==> config.mk <==
export PLATFORM = sky130hd
export DESIGN_NAME = seg_load_unit
export DESIGN_NICKNAME = d
export VERILOG_FILES = /design/src/rtl/seg_pkg.sv /design/src/rtl/seg_ld_fsm.sv /design/src/rtl/seg_regfile.sv /design/src/rtl/seg_irq_shadow.sv /design/src/rtl/seg_load_unit.sv
export SDC_FILE = /design/constraint.sdc
export NUM_CORES = 1
export LEC_CHECK = 0
export BUFFER_PORTS_ARGS = -buffer_cell sky130_fd_sc_hd__clkbuf_2
export CORE_UTILIZATION = 55
export CTS_BUF_LIST = sky130_fd_sc_hd__clkbuf_16
export CTS_CLUSTER_DIAMETER = 50
export DETAILED_ROUTE_END_ITERATION = 10
export PLACE_DENSITY_LB_ADDON = 0.3
export SETUP_SLACK_MARGIN = 0.2
export SYNTH_ARGS = -nofsm -noshare
export SYNTH_HDL_FRONTEND = slang
export SYNTH_SLANG_ARGS = --single-unit
==> constraint.sdc <==
create_clock -name clk -period 11 [get_ports clk]
set_input_delay 2.2 -clock clk [delete_from_list [all_inputs] [get_ports clk]]
set_output_delay 2.2 -clock clk [all_outputs]
set_load 0.02 [all_outputs]
==> src/rtl/seg_pkg.sv <==
package seg_pkg;
    localparam int NUM_SEGS   = 6;
    localparam int IDX_W      = 3;
    localparam int SEL_W      = 16;
    localparam int DESC_W     = 64;
    localparam int ADDR_W     = 32;
    localparam int GPR_W      = 32;
    localparam int PRESENT_BIT = 47;

    localparam logic [IDX_W-1:0] SEG_ES = 3'd0;
    localparam logic [IDX_W-1:0] SEG_CS = 3'd1;
    localparam logic [IDX_W-1:0] SEG_SS = 3'd2;
    localparam logic [IDX_W-1:0] SEG_DS = 3'd3;
    localparam logic [IDX_W-1:0] SEG_FS = 3'd4;
    localparam logic [IDX_W-1:0] SEG_GS = 3'd5;

    typedef enum logic [1:0] {
        ST_IDLE  = 2'd0,
        ST_CHECK = 2'd1,
        ST_FETCH = 2'd2,
        ST_WAIT  = 2'd3
    } ld_state_e;
endpackage

==> src/rtl/seg_ld_fsm.sv <==
module seg_ld_fsm
    import seg_pkg::*;
(
    input  logic                clk,
    input  logic                rst_n,
    input  logic                ld_valid,
    input  logic [IDX_W-1:0]    ld_seg,
    input  logic [GPR_W-1:0]    ld_src,
    input  logic [ADDR_W-1:0]   gdt_base,
    input  logic [SEL_W-1:0]    gdt_limit,
    input  logic [ADDR_W-1:0]   ldt_base,
    input  logic [SEL_W-1:0]    ldt_limit,
    input  logic                desc_rvalid,
    input  logic [DESC_W-1:0]   desc_rdata,
    output logic                busy,
    output logic                desc_req,
    output logic [ADDR_W-1:0]   desc_addr,
    output logic                wr_en,
    output logic                wr_null,
    output logic [IDX_W-1:0]    wr_idx,
    output logic [SEL_W-1:0]    wr_sel,
    output logic [DESC_W-1:0]   wr_desc,
    output logic                done,
    output logic                fault,
    output logic [SEL_W-1:0]    err_code
);
    ld_state_e           st, st_nxt;
    logic [IDX_W-1:0]    req_seg;
    logic [SEL_W-1:0]    req_sel;
    logic                fin_ok, fin_bad;
    logic [SEL_W-1:0]    bad_code;

    logic                sel_null, seg_bad, use_local, over_limit;
    logic [SEL_W-1:0]    lim;
    logic [SEL_W-1:0]    code_rpl_clr;

    assign sel_null     = (req_sel[SEL_W-1:2] == '0);
    assign seg_bad      = (32'(req_seg) >= NUM_SEGS);
    assign use_local    = req_sel[2];
    assign lim          = use_local ? ldt_limit : gdt_limit;
    assign over_limit   = ({req_sel[SEL_W-1:3], 3'b111} > lim);
    assign code_rpl_clr = {req_sel[SEL_W-1:2], 2'b00};

    // state register
    always_ff @(posedge clk or negedge rst_n) begin
        if (!rst_n) st <= ST_IDLE;
        else        st <= st_nxt;
    end

    // next state and commit decision
    always_comb begin
        st_nxt   = st;
        wr_en    = 1'b0;
        wr_null  = 1'b0;
        wr_desc  = '0;
        fin_ok   = 1'b0;
        fin_bad  = 1'b0;
        bad_code = '0;
        unique case (st)
            ST_IDLE: if (ld_valid) st_nxt = ST_CHECK;
            ST_CHECK: begin
                st_nxt = ST_IDLE;
                if (seg_bad) begin
                    fin_bad = 1'b1;
                end else if (sel_null) begin
                    if (req_seg == SEG_SS || req_seg == SEG_CS) begin
                        fin_bad = 1'b1;
                    end else begin
                        wr_en   = 1'b1;
                        wr_null = 1'b1;
                        fin_ok  = 1'b1;
                    end
                end else if (over_limit) begin
                    fin_bad  = 1'b1;
                    bad_code = code_rpl_clr;
                end else begin
                    st_nxt = ST_FETCH;
                end
            end
            ST_FETCH: st_nxt = ST_WAIT;
            ST_WAIT: if (desc_rvalid) begin
                st_nxt = ST_IDLE;
                if (desc_rdata[PRESENT_BIT]) begin
                    wr_en   = 1'b1;
                    wr_desc = desc_rdata;
                    fin_ok  = 1'b1;
                end else begin
                    fin_bad  = 1'b1;
                    bad_code = code_rpl_clr;
                end
            end
            default: st_nxt = ST_IDLE;
        endcase
    end

    // registered outputs and request latch
    always_ff @(posedge clk or negedge rst_n) begin
        if (!rst_n) begin
            req_seg  <= '0;
            req_sel  <= '0;
            done     <= 1'b0;
            fault    <= 1'b0;
            err_code <= '0;
        end else begin
            done  <= fin_ok;
            fault <= fin_bad;
            if (fin_bad) err_code <= bad_code;
            if (st == ST_IDLE && ld_valid) begin
                req_seg <= ld_seg;
                req_sel <= ld_src[SEL_W-1:0];
            end
        end
    end

    assign busy      = (st != ST_IDLE);
    assign desc_req  = (st == ST_FETCH);
    assign desc_addr = (use_local ? ldt_base : gdt_base)
                     + ADDR_W'({req_sel[SEL_W-1:3], 3'b000});
    assign wr_idx    = req_seg;
    assign wr_sel    = req_sel;


    fetch_nonnull_chk: assert property (@(posedge clk) disable iff (!rst_n)
        desc_req |-> !sel_null && !over_limit);

    err_rpl_chk: assert property (@(posedge clk) disable iff (!rst_n)
        fault |-> err_code[1:0] == 2'b00);

    one_finish_chk: assert property (@(posedge clk) disable iff (!rst_n)
        !(done && fault));
endmodule

==> src/rtl/seg_regfile.sv <==
module seg_regfile
    import seg_pkg::*;
(
    input  logic                    clk,
    input  logic                    rst_n,
    input  logic                    wr_en,
    input  logic                    wr_null,
    input  logic [IDX_W-1:0]        wr_idx,
    input  logic [SEL_W-1:0]        wr_sel,
    input  logic [DESC_W-1:0]       wr_desc,
    input  logic [IDX_W-1:0]        rd_idx,
    output logic [SEL_W-1:0]        rd_sel,
    output logic [DESC_W-1:0]       rd_desc,
    output logic [NUM_SEGS-1:0]     null_vec
);
    logic [NUM_SEGS-1:0][SEL_W-1:0]  sel_all;
    logic [NUM_SEGS-1:0][DESC_W-1:0] desc_all;

    for (genvar g = 0; g < NUM_SEGS; g++) begin : g_entry
        logic [SEL_W-1:0]  sel_q;
        logic [DESC_W-1:0] desc_q;
        logic              null_q;
        always_ff @(posedge clk or negedge rst_n) begin
            if (!rst_n) begin
                sel_q  <= '0;
                desc_q <= '0;
                null_q <= 1'b1;
            end else if (wr_en && 32'(wr_idx) == g) begin
                sel_q  <= wr_sel;
                desc_q <= wr_desc;
                null_q <= wr_null;
            end
        end
        assign sel_all[g]  = sel_q;
        assign desc_all[g] = desc_q;
        assign null_vec[g] = null_q;
    end

    assign rd_sel  = (32'(rd_idx) < NUM_SEGS) ? sel_all[rd_idx]  : '0;
    assign rd_desc = (32'(rd_idx) < NUM_SEGS) ? desc_all[rd_idx] : '0;
endmodule

==> src/rtl/seg_irq_shadow.sv <==
module seg_irq_shadow (
    input  logic clk,
    input  logic rst_n,
    input  logic retire,
    input  logic opens,
    output logic inhibit
);
    always_ff @(posedge clk or negedge rst_n) begin
        if (!rst_n)      inhibit <= 1'b0;
        else if (retire) inhibit <= inhibit ? 1'b0 : opens;
    end


    shadow_close_chk: assert property (@(posedge clk) disable iff (!rst_n)
        inhibit && retire |=> !inhibit);
endmodule

==> src/rtl/seg_load_unit.sv <==
module seg_load_unit
    import seg_pkg::*;
(
    input  logic         clk,
    input  logic         rst_n,
    input  logic         ld_valid,
    input  logic [2:0]   ld_seg,
    input  logic [31:0]  ld_src,
    output logic         ld_busy,
    output logic         ld_done,
    output logic         ld_fault,
    output logic [15:0]  ld_err_code,
    input  logic [31:0]  gdt_base,
    input  logic [15:0]  gdt_limit,
    input  logic [31:0]  ldt_base,
    input  logic [15:0]  ldt_limit,
    output logic         desc_req,
    output logic [31:0]  desc_addr,
    input  logic         desc_rvalid,
    input  logic [63:0]  desc_rdata,
    input  logic [2:0]   rd_seg,
    output logic [31:0]  rd_data,
    output logic [63:0]  rd_desc,
    input  logic         mem_req,
    input  logic [2:0]   mem_seg,
    output logic         mem_issue,
    output logic         mem_gp,
    input  logic         instr_retire,
    input  logic         instr_sti,
    output logic         int_inhibit
);
    logic                wr_en, wr_null;
    logic [IDX_W-1:0]    wr_idx;
    logic [SEL_W-1:0]    wr_sel, rd_sel;
    logic [DESC_W-1:0]   wr_desc;
    logic [NUM_SEGS-1:0] null_vec;
    logic [IDX_W-1:0]    fin_seg_q;
    logic                retire_any, opens, ref_null;

    seg_ld_fsm i_fsm (
        .clk(clk), .rst_n(rst_n),
        .ld_valid(ld_valid), .ld_seg(ld_seg), .ld_src(ld_src),
        .gdt_base(gdt_base), .gdt_limit(gdt_limit),
        .ldt_base(ldt_base), .ldt_limit(ldt_limit),
        .desc_rvalid(desc_rvalid), .desc_rdata(desc_rdata),
        .busy(ld_busy), .desc_req(desc_req), .desc_addr(desc_addr),
        .wr_en(wr_en), .wr_null(wr_null), .wr_idx(wr_idx),
        .wr_sel(wr_sel), .wr_desc(wr_desc),
        .done(ld_done), .fault(ld_fault), .err_code(ld_err_code)
    );

    seg_regfile i_regs (
        .clk(clk), .rst_n(rst_n),
        .wr_en(wr_en), .wr_null(wr_null), .wr_idx(wr_idx),
        .wr_sel(wr_sel), .wr_desc(wr_desc),
        .rd_idx(rd_seg), .rd_sel(rd_sel), .rd_desc(rd_desc),
        .null_vec(null_vec)
    );

    // segment of the finishing load, captured with the commit
    always_ff @(posedge clk or negedge rst_n) begin
        if (!rst_n)      fin_seg_q <= '0;
        else if (wr_en)  fin_seg_q <= wr_idx;
    end

    assign retire_any = instr_retire | ld_done | ld_fault;
    assign opens      = (instr_retire & instr_sti) | (ld_done & (fin_seg_q == SEG_SS));

    seg_irq_shadow i_shadow (
        .clk(clk), .rst_n(rst_n),
        .retire(retire_any), .opens(opens), .inhibit(int_inhibit)
    );

    assign rd_data   = {{(GPR_W-SEL_W){1'b0}}, rd_sel};
    assign ref_null  = (32'(mem_seg) < NUM_SEGS) ? null_vec[mem_seg] : 1'b1;
    assign mem_gp    = mem_req & ref_null;
    assign mem_issue = mem_req & ~ref_null;


    ss_never_null_chk: assert property (@(posedge clk) disable iff (!rst_n)
        ld_done && fin_seg_q == SEG_SS |-> !null_vec[SEG_SS]);

    ss_shadow_open_chk: assert property (@(posedge clk) disable iff (!rst_n)
        ld_done && fin_seg_q == SEG_SS && !int_inhibit |=> int_inhibit);

    null_ref_chk: assert property (@(posedge clk) disable iff (!rst_n)
        mem_req && 32'(mem_seg) < NUM_SEGS && null_vec[mem_seg] |-> mem_gp && !mem_issue);
endmodule

# After elaboration in Yosys (flattened, before gate mapping)
# Index checks and enable logic that the tools add are counted.
# W data, S select, Z words.
classes:
  addsub: 1
  mul: 0
  n_div: 0
  n_lt_le_gt_ge: 6
  n_eq_ne: 11
  shift: 0
  n_mux: 41
  n_bitwise: 8
  reduce_logical: 13
ops:
  columns: ["cell", "count"]
  rows:
  - ["$mux W64", 5]
  - ["$bmux W64 S3", 1]
  - ["$mux W16", 8]
  - ["$bmux W16 S3", 1]
  - ["$add A32 B16 Y32", 1]
  - ["$mux W32", 1]
  - ["$pmux W16 S2", 1]
  - ["$gt A16 B16 Y1", 1]
  - ["$mux W1", 15]
  - ["$logic_not A14 Y1", 1]
  - ["$mux W2", 5]
  - ["$eq A3 B2 Y1 const B", 3]
  - ["$lt A3 B4 Y1 const B", 2]
  - ["$pmux W2 S4", 1]
  - ["$logic_and A1 B1 Y1", 7]
  - ["$eq A3 B3 Y1 const B", 2]
  - ["$lt A3 B3 Y1 const B", 2]
  - ["$and A1 B1 Y1", 4]
  - ["$eq A2 B2 Y1 const B", 2]
  - ["$ne A2 B2 Y1 const B", 2]
  - ["$pmux W1 S2", 2]
  - ["$bmux W1 S3", 1]
  - ["$eq A3 B1 Y1 const B", 1]
  - ["$ge A3 B3 Y1 const B", 1]
  - ["8 further kinds", 10]
totals:
  regBits: 529
  latch_bits: 0
  mem_bits_rw: 0
  rom_bits: 0
  inputBits: 208
  output_inout_bits: 151
  wordCells: 106
  memories: 0

# Longest topological paths before layout
depth:
  word_depth: 7
  mapped_depth: 15
  mapped_depth_nobuf: 11

# Hierarchy
# A second synthesis with hierarchy kept.
unflattened:
  hier_cells: 1961
  area_unflattened_um2: 26161.3
modules_own_cells:
  columns: ["mod", "n_inst", "cells_each", "area_per_inst_um2", "seq_area_each_um2"]
  rows:
  - ["seg_regfile", 1, 1494, 21974.8, 12169.2]
  - ["seg_ld_fsm", 1, 427, 3813.7, 925.9]
  - ["seg_load_unit", 1, 36, 327.8, 75.1]
  - ["seg_irq_shadow", 1, 4, 45.0, 25.0]

# Worst setup path before layout
# No wires, ideal clock.
synth_path:
  path_kind: "in2out"
  start: "input port ldt_base[7]"
  end: "output port desc_addr[24]"
  arrival_ns: 4.482
  required_time_ns: 8.800
  slack_ns: 4.318
  path_stages: 9
  n_path_buf: 0
  path_cell_list: "mux2_2 > ha_1 > and2_1 > a221oi_1 > a21oi_1 > nor3_1 > a21boi_1 > nor2b_1 > xnor2_1"
synth_between:
  elab_chain_cells: 2
synth_rtl:
  columns: ["item", "line_no", "source"]
  rows:
  - ["from (decl)", "seg_load_unit.sv:15", "input logic [31:0] ldt_base,"]
  - ["$mux W32", "seg_ld_fsm.sv:117", "assign desc_addr = (use_local ? ldt_base : gdt_base)"]
  - ["$add A32 B16 Y32", "seg_ld_fsm.sv:118", "+ ADDR_W'({req_sel[SEL_W-1:3], 3'b000});"]
  - ["to (decl)", "seg_load_unit.sv:18", "output logic [31:0] desc_addr,"]
# No other way between the ends.

# Final worst setup path
layout_path:
  start: "input port gdt_base[6]"
  end: "output port desc_addr[24]"
layout_between:
  elab_chain_cells: 2
layout_rtl:
  columns: ["item", "line_no", "source"]
  rows:
  - ["from (decl)", "seg_load_unit.sv:13", "input logic [31:0] gdt_base,"]
  - ["$mux W32", "seg_ld_fsm.sv:117", null]
  - ["$add A32 B16 Y32", "seg_ld_fsm.sv:118", null]
# No other way between the ends.

==> impl_metrics.toml <==
[run_status]
outcome = "finished, final reports clean"

[synthesis]
synth_top_area_share_pct = 52.1
synth_edf_count = 0
postSynthCellCount = 2158
synth_fa_ha_area_share_pct = 1.38
synth_flop_cell = "dfrtp_1"
synth_top_family_by_area = "multiplexers"
synth-simple-area-share_pct = 7.36
postSynth.asyncResetShare_pct = 100
synthTopCellsByArea = "dfrtp_1, mux2_2, mux4_2, nand2_1, mux2i_1"
synth_cell_types = 60
synth-xor-area-share_pct = 0.945
netlist_area_um2 = 25000
muxShareOfSynthArea_pct = 22.6
yosysTopAreaCell = "dfrtp_1"
seq_area_frac_synth_pct = 52.7
synth-compound-area-share_pct = 10.3
ys_seq_elements = 527
yosys_warnings = 0
avgSynthCellArea_um2 = 11.6

[die]
pin_count = 359
start_util_pct = 56.2
die-area_um2 = 46300
core_um2 = 44500
rows = 77
die_y_um = 215
die_x_um = 215

[routing]
ant_nets = 0
num_vias = 17700
dr.pass1.iters = 6
post_drt_wl_per_cell_um = 20.8
wl_mm = 63.3
drtIter0Drc = 1130
drc = 0
avgViaCountPerCell = 5.82

[setup_path]
r2r_setup_slack_ps = 6290
crit_type = "input port to output port"
slowest_delay_ps = 630
cp_common_cell = "clkbuf_2"
arrival_ps = 5030
required_ps = 8800
crit_chain = "clkbuf_2, mux2_2, ha_1, and2_1, a221oi_1, a21oi_1, nor3_1, a21boi_1, nor2b_1, xnor2_1, clkbuf_2"
cp_max_fo = 5
critical_path.endpoint_type = "output port"
startpoint_type = "input port"
cpMaxStageDelayCell = "nor3_1"

[cts]
cts_num_sinks = 527
clk_latency_ps = 610
cts_made_buffers = 55
ctsResizeCount = 0
cts_tree = "yes"
clkTransAtPathRegs_ps = 60
root_buffer = "clkbuf_16"
htree_levels = 2
cts_buffer_depth = 3
cts_setup_buffers = 0
ctsHoldBuffers = 0

[timing]
hold_violations = 0
max_freq_mhz = 138
tightestPinTransition_ps = 1110
finalCritPeriodShare_pct = 65.7
maxSlewViolCount = 0
setup_viol = 0
slew_headroom_pct = 26.1
finalCriticalPeriod_ps = 7230
rsz0062_at_grt = "false"
fin_setup_tns_ps = 0
skew_ps = 27.7
hold_slack_ps = 471

[min_path]
hold_class = "flop to flop"

[placement]
place.gp.congestion = 0.866
port_buffers = 324
hpwl_mm = 38.5

[pwr]
ir_drop_v = 0.000377
powerDensity_nw_per_um2 = 229
leakagePower_nw = 13.5

[global_routing]
grt_antenna_before_repair = 4
grt_usage_pct = 27.9
grt_pass1_wl_mm = 102
grt-ovfl-total = 0
grt_pass1_vias = 18700
grt_max_degree = 192

[cells_and_area]
layout_common_cells = "dfrtp_1, nand2_1, clkbuf_2, mux2_2, o21ai_0"
fin_nets = 2637
final_common_cell = "dfrtp_1"
syn2layout_area_growth_pct = 14.2
drive_above_1_share_pct = 31.3

[run]
max_cap_violations = 0
## path summary, 6_finish.rpt
kind | startpoint | endpoint | cells after the start
setup / recovery | gdt_base[6] | desc_addr[24] | 11
hold / removal | i_regs.g_entry[2].desc_q[47] | i_regs.g_entry[2].desc_q[47] | 1
setup reg to reg | i_fsm.wr_sel[2] | i_regs.g_entry[3].desc_q[63] | 9
hold reg to reg | i_regs.g_entry[2].desc_q[47] | i_regs.g_entry[2].desc_q[47] | 1
max in group asynchronous | rst_n | i_regs.g_entry[3].desc_q[28] | 2
min in group asynchronous | rst_n | i_fsm.wr_sel[13] | 1
## metrics by stage
step | worst slack [ps] | instances | utilization [%] | power (mW) | instance area, µm²
3_5_place_dp | 3790 | 2937 | 60.5 | 4.85 | 26900
6_report | 3770 | 3039 | 64.2 | 6.55 | 28600
3_3_place_gp | 3830 | 2937 | 60.5 | 4.75 | 26900
2_1_floorplan | 4320 | 2175 | - | 4.18 | 25100
5_1_grt | 3560 | 3039 | 64.2 | 6.90 | 28600
4_1_cts | 3780 | 3037 | 64.2 | 6.59 | 28600
## flip-flops by register name, summed over array words and instances (netlist names), 3 cells and up, named ones only
name and count:
i_regs.g_entry.desc_q 384, i_fsm.wr_idx 3, i_fsm.wr_sel 16, i_regs.g_entry.null_q 6
i_regs.g_entry.sel_q 96, fin_seg_q 3, i_fsm.err_code 14
## cell usage after synthesis, drive strengths merged (4+ instances only)
| cell | number |
|---|---|
| a22o | 29 |
| and3 | 6 |
| nor4 | 5 |
| nand4 | 6 |
| o21a | 4 |
| o22ai | 81 |
| dfrtp | 521 |
| a21o | 6 |
| a21oi | 27 |
| nand2b | 6 |
| and2 | 7 |
| mux4 | 81 |
| nand2 | 344 |
| nand4b | 4 |
| xnor2 | 17 |
| mux2i | 99 |
| inv | 91 |
| xor2 | 10 |
| a32oi | 5 |
| nor2b | 14 |
| clkbuf | 96 |
| mux2 | 247 |
| o21ai | 274 |
| buf | 81 |
| ha | 26 |
| nor2 | 14 |
| nand3 | 17 |
| dfstp | 6 |
## where the power goes
| part | internal, mW | leakage, nW | switching (mW) |
|---|---|---|---|
| sequential | 2.41 | 7.10 | 0.372 |
| combinational | 0.935 | 5.50 | 1.11 |
| clock | 0.964 | 0.888 | 0.753 |
| total | 4.31 | 13.5 | 2.23 |
## layout make-up
class	count	area [µm²]
sequential	527	13200
clock buffer	56	1400
timing repair buffer	347	1860
clock inverter	44	256
tap	592	741
multi-input combinational	1380	10800
antenna	2	5.00
fill	3476	15900
inverter	91	342
## logic make-up (layout without fill, tap and decap cells)
| logic type | Yosys count | in the layout |
|---|---|---|
| XOR/XNOR | 27 | 27 |
| flip-flops | 527 | 527 |
| AO/OA/AOI/OAI | 447 | 447 |
| other | 1 | 20 |
| AND/OR/NAND/NOR | 434 | 434 |
| multiplexers | 427 | 427 |
| adder cells (fa/ha/maj) | 27 | 27 |
| buffers and inverters | 268 | 538 |
## routing by layer
metal / global-route usage, % / wire (µm) / vias to the layer above
met3: 4.76 / 3450 / 113
met1: 35.8 / 26000 / 8928
met2: 48.5 / 32100 / 513
met4: 8.84 / 1740 / 4
li1: - / - / 8128
met5: 0 / 27 / -
## worst max-delay path, delay by kind of cell
kind / cells / cell delay [ps]
AOI/OAI and AO/OA: 3 / 710
xor gates and xnor gates: 1 / 170
adders and majority gates: 1 / 340
buffers and inverters: 2 / 280
muxes: 1 / 290
and+or+nand+nor: 3 / 1030
No activity file was read; power rests on OpenSTA's default activity.
